<file path="src/rtl/spi_hd_pkg.sv">
package spi_hd_pkg;

    typedef enum logic [2:0] {
        PH_CMD   = 3'd0,
        PH_ADDR  = 3'd1,
        PH_DUMMY = 3'd2,
        PH_DATA  = 3'd3,
        PH_SKIP  = 3'd4
    } phase_t;

    typedef enum logic [1:0] {
        LW_1 = 2'd0,
        LW_2 = 2'd1,
        LW_4 = 2'd2
    } lanes_t;

    typedef enum logic [2:0] {
        OP_WREG, OP_RREG, OP_WSTR, OP_RSTR, OP_NONE
    } op_t;

    typedef enum logic [1:0] {
        DK_WSTREAM = 2'd0,
        DK_RSTREAM = 2'd1,
        DK_WDONE   = 2'd2,
        DK_RDONE   = 2'd3
    } dkind_t;

    typedef struct packed {
        op_t    op;
        lanes_t lanes;
    } cmd_t;

    localparam logic [7:0] OPC_WDONE = 8'h07;
    localparam logic [7:0] OPC_RDONE = 8'h08;
    localparam logic [7:0] OPC_QON   = 8'h38;
    localparam logic [7:0] OPC_QOFF  = 8'hDD;

    function automatic cmd_t decode_cmd(input logic [7:0] c);
        cmd_t r;
        r.op    = OP_NONE;
        r.lanes = LW_1;
        case (c[7:4])
            4'h0:    r.lanes = LW_1;
            4'h5:    r.lanes = LW_2;
            4'hA:    r.lanes = LW_4;
            default: return r;
        endcase
        case (c[3:0])
            4'h1:    r.op = OP_WREG;
            4'h2:    r.op = OP_RREG;
            4'h3:    r.op = OP_WSTR;
            4'h4:    r.op = OP_RSTR;
            default: r.op = OP_NONE;
        endcase
        return r;
    endfunction

    function automatic logic [3:0] lane_count(input lanes_t l);
        case (l)
            LW_2:    return 4'd2;
            LW_4:    return 4'd4;
            default: return 4'd1;
        endcase
    endfunction

    function automatic logic [7:0] merge_in(input logic [7:0] sh, input logic [3:0] din,
                                            input lanes_t l);
        case (l)
            LW_2:    return {sh[5:0], din[1:0]};
            LW_4:    return {sh[3:0], din[3:0]};
            default: return {sh[6:0], din[0]};
        endcase
    endfunction

    function automatic logic [3:0] drive_lanes(input logic [7:0] tx, input lanes_t l);
        case (l)
            LW_2:    return {2'b00, tx[7:6]};
            LW_4:    return tx[7:4];
            default: return {2'b00, tx[7], 1'b0};
        endcase
    endfunction

    function automatic logic [3:0] lane_mask(input lanes_t l);
        case (l)
            LW_2:    return 4'b0011;
            LW_4:    return 4'b1111;
            default: return 4'b0010;
        endcase
    endfunction

endpackage

</file>
<file path="src/rtl/spi_hd_sync.sv">
module spi_hd_sync #(
    parameter int              W      = 6,
    parameter logic [W-1:0]    RSTVAL = '0
) (
    input  logic         clk,
    input  logic         rst,
    input  logic [W-1:0] d,
    output logic [W-1:0] q,
    output logic [W-1:0] q_prev
);
    logic [W-1:0] st1, st2, st3;

    for (genvar i = 0; i < W; i++) begin : g_bit
        always_ff @(posedge clk) begin
            if (rst) begin
                st1[i] <= RSTVAL[i];
                st2[i] <= RSTVAL[i];
                st3[i] <= RSTVAL[i];
            end else begin
                st1[i] <= d[i];
                st2[i] <= st1[i];
                st3[i] <= st2[i];
            end
        end
    end

    assign q      = st2;
    assign q_prev = st3;
endmodule

</file>
<file path="src/rtl/spi_hd_regfile.sv">
module spi_hd_regfile #(
    parameter int NREG = 8,
    parameter int DW   = 8,
    parameter int AW   = $clog2(NREG)
) (
    input  logic          clk,
    input  logic          rst,
    input  logic          s_we,
    input  logic [AW-1:0] s_waddr,
    input  logic [DW-1:0] s_wdata,
    input  logic [AW-1:0] s_raddr,
    output logic [DW-1:0] s_rdata,
    input  logic          l_we,
    input  logic [AW-1:0] l_addr,
    input  logic [DW-1:0] l_wdata,
    output logic [DW-1:0] l_rdata
);
    logic [DW-1:0] regs [NREG];

    for (genvar i = 0; i < NREG; i++) begin : g_reg
        always_ff @(posedge clk) begin
            if (rst)
                regs[i] <= '0;
            else if (s_we && s_waddr == AW'(i))
                regs[i] <= s_wdata;
            else if (l_we && l_addr == AW'(i))
                regs[i] <= l_wdata;
        end
    end

    assign s_rdata = regs[s_raddr];
    assign l_rdata = regs[l_addr];
endmodule

</file>
<file path="src/rtl/spi_hd_engine.sv">
module spi_hd_engine
    import spi_hd_pkg::*;
#(
    parameter int NREG      = 8,
    parameter int DUMMY_CYC = 8,
    parameter int AW        = $clog2(NREG)
) (
    input  logic          clk,
    input  logic          rst,
    input  logic          sel,
    input  logic          sclk_rise,
    input  logic          sclk_fall,
    input  logic [3:0]    din,
    input  logic [7:0]    rd_data,
    output logic [AW-1:0] ra,
    output logic          we,
    output logic [AW-1:0] wa,
    output logic [7:0]    wd,
    output logic [3:0]    out_q,
    output logic [3:0]    oe_q,
    output logic          stb,
    output logic [1:0]    stb_kind,
    output logic [1:0]    stb_lanes,
    output logic [2:0]    phase_o
);
    localparam int DCW = $clog2(DUMMY_CYC + 1);

    phase_t         phase;
    logic           qcmd;
    cmd_t           cur, dec;
    logic [7:0]     sh, nbyte, addr, txsh;
    logic [3:0]     bcnt, txcnt, wb;
    logic [DCW-1:0] dcnt;
    lanes_t         lanes_now;
    logic           last;

    assign lanes_now = (phase == PH_CMD) ? (qcmd ? LW_4 : LW_1) : cur.lanes;
    assign wb        = lane_count(lanes_now);
    assign nbyte     = merge_in(sh, din, lanes_now);
    assign last      = (bcnt + wb) == 4'd8;
    assign dec       = decode_cmd(nbyte);
    assign ra        = addr[AW-1:0];
    assign phase_o   = phase;

    always_ff @(posedge clk) begin
        if (rst) begin
            phase <= PH_CMD; qcmd <= 1'b0; cur <= '{op: OP_NONE, lanes: LW_1};
            sh <= '0; bcnt <= '0; addr <= '0; dcnt <= '0; txsh <= '0; txcnt <= '0;
            out_q <= '0; oe_q <= '0; we <= 1'b0; wa <= '0; wd <= '0;
            stb <= 1'b0; stb_kind <= '0; stb_lanes <= '0;
        end else begin
            we  <= 1'b0;
            stb <= 1'b0;
            if (!sel) begin
                phase <= PH_CMD;
                bcnt  <= '0;
                oe_q  <= '0;
            end else if (sclk_rise) begin
                case (phase)
                    PH_CMD, PH_ADDR, PH_DATA: begin
                        if (!(phase == PH_DATA && cur.op == OP_RREG)) begin
                            sh   <= nbyte;
                            bcnt <= last ? 4'd0 : bcnt + wb;
                            if (last) begin
                                if (phase == PH_CMD) begin
                                    phase <= PH_SKIP;
                                    if (nbyte == OPC_QON)       qcmd <= 1'b1;
                                    else if (nbyte == OPC_QOFF) qcmd <= 1'b0;
                                    else if (nbyte == OPC_WDONE || nbyte == OPC_RDONE) begin
                                        stb       <= 1'b1;
                                        stb_kind  <= (nbyte == OPC_WDONE) ? DK_WDONE : DK_RDONE;
                                        stb_lanes <= LW_1;
                                    end else if (dec.op != OP_NONE) begin
                                        cur   <= dec;
                                        phase <= PH_ADDR;
                                    end
                                end else if (phase == PH_ADDR) begin
                                    addr <= nbyte;
                                    dcnt <= '0;
                                    case (cur.op)
                                        OP_WREG: phase <= PH_DATA;
                                        OP_RREG: phase <= PH_DUMMY;
                                        OP_WSTR, OP_RSTR: begin
                                            stb       <= 1'b1;
                                            stb_kind  <= (cur.op == OP_WSTR) ? DK_WSTREAM : DK_RSTREAM;
                                            stb_lanes <= cur.lanes;
                                            phase     <= PH_SKIP;
                                        end
                                        default: phase <= PH_SKIP;
                                    endcase
                                end else begin
                                    we    <= ({24'd0, addr} < NREG);
                                    wa    <= addr[AW-1:0];
                                    wd    <= nbyte;
                                    phase <= PH_SKIP;
                                end
                            end
                        end
                    end
                    PH_DUMMY: begin
                        if (dcnt == DCW'(DUMMY_CYC - 1)) begin
                            phase <= PH_DATA;
                            txsh  <= ({24'd0, addr} < NREG) ? rd_data : 8'h00;
                            txcnt <= '0;
                        end else begin
                            dcnt <= dcnt + 1'b1;
                        end
                    end
                    default: ;
                endcase
            end else if (sclk_fall && phase == PH_DATA && cur.op == OP_RREG) begin
                if (txcnt != 4'd8) begin
                    out_q <= drive_lanes(txsh, cur.lanes);
                    oe_q  <= lane_mask(cur.lanes);
                    txsh  <= txsh << wb;
                    txcnt <= txcnt + wb;
                end else begin
                    oe_q <= '0;
                end
            end
        end
    end
endmodule

</file>
<file path="src/rtl/spi_hd_slave.sv">
module spi_hd_slave
    import spi_hd_pkg::*;
#(
    parameter  int NREG      = 8,
    parameter  int DUMMY_CYC = 8,
    localparam int AW        = $clog2(NREG)
) (
    input  logic          clk,
    input  logic          rst,
    input  logic          sclk,
    input  logic          cs_n,
    input  logic [3:0]    sd_i,
    output logic [3:0]    sd_o,
    output logic [3:0]    sd_oe,
    input  logic          lp_we,
    input  logic [AW-1:0] lp_addr,
    input  logic [7:0]    lp_wdata,
    output logic [7:0]    lp_rdata,
    output logic          dma_stb,
    output logic [1:0]    dma_kind,
    output logic [1:0]    dma_lanes
);
    logic [5:0]    s_now, s_prev;
    logic          cs_sel, sclk_rise, sclk_fall;
    logic          spi_we;
    logic [AW-1:0] spi_wa, spi_ra;
    logic [7:0]    spi_wd, spi_rd;
    logic [3:0]    oe_raw;
    logic [2:0]    eng_phase;

    spi_hd_sync #(.W(6), .RSTVAL(6'b010000)) u_sync (
        .clk(clk), .rst(rst), .d({sclk, cs_n, sd_i}), .q(s_now), .q_prev(s_prev)
    );

    assign cs_sel    = ~s_now[4];
    assign sclk_rise =  s_now[5] & ~s_prev[5];
    assign sclk_fall = ~s_now[5] &  s_prev[5];

    spi_hd_engine #(.NREG(NREG), .DUMMY_CYC(DUMMY_CYC), .AW(AW)) u_eng (
        .clk(clk), .rst(rst), .sel(cs_sel), .sclk_rise(sclk_rise), .sclk_fall(sclk_fall),
        .din(s_now[3:0]), .rd_data(spi_rd), .ra(spi_ra),
        .we(spi_we), .wa(spi_wa), .wd(spi_wd),
        .out_q(sd_o), .oe_q(oe_raw),
        .stb(dma_stb), .stb_kind(dma_kind), .stb_lanes(dma_lanes),
        .phase_o(eng_phase)
    );

    spi_hd_regfile #(.NREG(NREG), .DW(8), .AW(AW)) u_rf (
        .clk(clk), .rst(rst),
        .s_we(spi_we), .s_waddr(spi_wa), .s_wdata(spi_wd),
        .s_raddr(spi_ra), .s_rdata(spi_rd),
        .l_we(lp_we), .l_addr(lp_addr), .l_wdata(lp_wdata), .l_rdata(lp_rdata)
    );

    assign sd_oe = oe_raw & {4{cs_sel}};
endmodule

</file>
<file path="config.mk">
export PLATFORM = sky130hd
export DESIGN_NAME = spi_hd_slave
export DESIGN_NICKNAME = d
export VERILOG_FILES = /design/src/rtl/spi_hd_pkg.sv /design/src/rtl/spi_hd_sync.sv /design/src/rtl/spi_hd_regfile.sv /design/src/rtl/spi_hd_engine.sv /design/src/rtl/spi_hd_slave.sv
export SDC_FILE = /design/constraint.sdc
export NUM_CORES = 1
export LEC_CHECK = 0
export BUFFER_PORTS_ARGS = -buffer_cell sky130_fd_sc_hd__buf_2
export CELL_PAD_IN_SITES_DETAIL_PLACEMENT = 1
export CELL_PAD_IN_SITES_GLOBAL_PLACEMENT = 2
export CORE_ASPECT_RATIO = 0.5
export CORE_MARGIN = 8
export CORE_UTILIZATION = 30
export DETAILED_ROUTE_END_ITERATION = 8
export PLACE_DENSITY_LB_ADDON = 0.12
export SLEW_MARGIN = 40
export SYNTH_ARGS = -nofsm -noshare
export SYNTH_HDL_FRONTEND = slang
export SYNTH_HIERARCHICAL = 1
export SYNTH_SLANG_ARGS = --single-unit
</file>
<file path="constraint.sdc">
create_clock -name clk -period 4.48 [get_ports clk]
set_input_delay 0.224 -clock clk [delete_from_list [all_inputs] [get_ports clk]]
set_output_delay 0.224 -clock clk [all_outputs]
set_load 0.005 [all_outputs]
</file>
==> flow_metrics.env <==
export IMPL_status="finished clean"
export IMPL_worst_slew_pin_slew_ns=0.821
export IMPL_clock_fmax_mhz=246
export IMPL_drc=0
export IMPL_antenna_found_initial=0
export IMPL_cts_tree="done"
export IMPL_setup_tns_ns=0
export IMPL_ys_warnings_count=6
export IMPL_cap_viol_max_count=0
export IMPL_postCtsSetupRepairBufs=0
export IMPL_grt_max_degree=44
export IMPL_min_path_type="in -> reg"
export IMPL_drtIter0Drc=431
export IMPL_grt_pass1_wl_mm=38.8
export IMPL_hp_start="lp_wdata[2]"
export IMPL_grt_pass1_vias=6421
export IMPL_dp_hpwl_mm=18.3
export IMPL_vias=6412
export IMPL_cts_buffers=17
export IMPL_fin_crit_ns=4.06
export IMPL_r2r_end="u_eng/addr[2]$_SDFFE_PP0P_"
export IMPL_num_rows=42
export IMPL_syn_to_final_growth_pct=13.8
export IMPL_leakage_nw=3.54
export IMPL_ant_nets=0
export IMPL_maxSlewViolCount=0
export IMPL_worstRegToRegCells=13
export IMPL_finClkSkew_ns=0.00654
export IMPL_hold_viol_final=0
export IMPL_drt_wl_total_mm=25.0
export IMPL_gp_congestion=0.759
export IMPL_syn_nets=825
export IMPL_synthCells=790
export IMPL_dieArea_um2=32800
export IMPL_wl_per_cell_um=21.3
export IMPL_post_route_period_util_pct=90.6
export IMPL_worstSetupStartpointType="register"
export IMPL_dr_pass1_iters=5
export IMPL_clockRootBuffer="clkbuf_16"
export IMPL_drive_gt1_share_pct=16.6
export IMPL_synth_area_um2=8080
export IMPL_viasPerCell=5.45
export IMPL_whs_path_depth=3
export IMPL_core_area_um2=26400
export IMPL_grt_setup_unrepaired="false"
export IMPL_final_nets=846
export IMPL_setup_viol=0
export IMPL_power_density_nw_per_um2=333
export IMPL_cp_max_fo=8
export IMPL_n_antenna_cell=0
export IMPL_numClockSinks=145
export IMPL_vdd_ir_drop_max_mv=0.258
export IMPL_cts_max_level=4
export IMPL_die_h_um=132
export IMPL_cts_resized=0
export IMPL_syn_avg_cell_area_um2=10.2
export IMPL_relSlewSlack_pct=45.2
export IMPL_endpoint_kind="register"
export IMPL_critPathRequiredTime_ns=4.79
export IMPL_cp_arrival_ns=4.37
export IMPL_r2r_start="u_eng/phase_o[0]$_SDFFE_PP0P_"
export IMPL_clk_pin_slew_ns=0.06
export IMPL_r2r_slack_ns=0.42
export IMPL_die_x_um=248
export IMPL_crit_type="reg -> reg"
export IMPL_grt_ovfl_total=0
export IMPL_start_util_pct=30.6
export IMPL_grtUsageTotal_pct=15.5
export IMPL_post_place_ws_ns=0.442
export IMPL_hold_end="u_rf/regs[3][2]$_DFFE_PP_"
export IMPL_clock_path_buffers=2
export IMPL_ios=41
export IMPL_clock_latency_ns=0.44
export IMPL_place_port_buffers=40
export IMPL_layout_setup_ws_ns=0.420
-- worst max-delay path by stage --
stage	startpoint	end	slack [ns]	cells past startpoint
floorplan	u_eng/phase_o[1]$_SDFFE_PP0P_	u_eng/addr[1]$_SDFFE_PP0P_	0.65	14
global placement	u_eng/phase_o[0]$_SDFFE_PP0P_	u_eng/addr[0]$_SDFFE_PP0P_	0.55	13
detailed placement	u_eng/phase_o[0]$_SDFFE_PP0P_	u_eng/addr[2]$_SDFFE_PP0P_	0.44	13
CTS	u_eng/phase_o[0]$_SDFFE_PP0P_	u_eng/addr[2]$_SDFFE_PP0P_	0.41	13
global route	u_eng/phase_o[0]$_SDFFE_PP0P_	u_eng/cur[3]$_SDFFE_PP0P_	0.21	13
finish	u_eng/phase_o[0]$_SDFFE_PP0P_	u_eng/addr[2]$_SDFFE_PP0P_	0.42	13
-- routing by layer --
| layer | up-vias | routed length, µm | global-route usage, % |
|---|---|---|---|
| met5 | - | 0 | 0 |
| met4 | 0 | 321 | 4.36 |
| met3 | 26 | 1020 | 3.62 |
| met2 | 139 | 11300 | 24.1 |
| met1 | 3237 | 12400 | 21.2 |
| li1 | 3010 | - | - |
-- state kept, by name, indices dropped and copies added, names as in the netlist, 2 cells and up --
name             count
u_rf/regs           64
u_eng/addr           8
u_eng/txsh           8
u_eng/wd             8
u_eng/sh             7
u_sync/q             6
u_sync/st1           6
u_eng/cur            5
u_eng/bcnt           4
u_eng/dcnt           4
u_eng/out_q          4
u_eng/txcnt          4
u_eng/oe_q           3
u_eng/phase_o        3
u_eng/wa             3
u_eng/stb_kind       2
u_eng/stb_lanes      2
-- worst max-delay path, cell delays in order, from the launching register on --
cell     delay, ns
dfxtp_1       0.37
nor3_1        0.21
buf_4         0.17
nor2_1        0.05
a21o_1        0.19
ha_1          0.31
ha_1          0.22
fa_1          0.38
xor2_1        0.19
or3_1         0.36
or4b_1        0.59
or3_1         0.57
mux2i_1       0.25
nor2_1        0.06
-- repair_timing --
item,CTS,global route
hold buffers,6,0
endpoints found under the hold margin,6,0
setup endpoints to repair,0,0
-- cells in the final DEF (no fill, tap or decap), drive strengths merged, types with 17 or more instances in the layout --
cell type and n:
edfxtp 64, nand3 23, dfxtp 81, clkbuf 18, buf 61, nand2 115, inv 17, o21ai 17
o22ai 65, a21oi 29, nor2b 19, nor2 59, mux2 20, mux4 33, mux2i 32
-- final cells by class --
class,count,area [µm²]
Timing Repair Buffer,67,418
Sequential cell,145,3540
Fill cell,2951,17200
Tap cell,352,440
Clock buffer,18,429
Clock inverter,14,165
Multi-Input combinational cell,564,4140
Inverter,16,60.1
-- metrics by stage --
step                      util [%]  hold slack, ns  std cells  power (mW)  instance area [µm²]
final                         34.8           0.255       1176        3.06                 9200
after global routing          34.8           0.239       1176        3.18                 9200
after CTS                     34.8           0.222       1176        3.11                 9190
after detailed placement      32.3           0.410       1138        1.62                 8540
after global placement        32.3           0.412       1138        1.61                 8530
after floorplan                  -           0.321        790        1.55                 8080
-- power breakdown --
group | switching (mW) | internal (mW) | total [mW]
clock network | 0.596 | 0.872 | 1.47
logic | 0.0949 | 0.0689 | 0.164
registers | 0.0184 | 1.41 | 1.43
total | 0.709 | 2.35 | 3.06
Note: power is estimated with default switching activity, not from simulation.
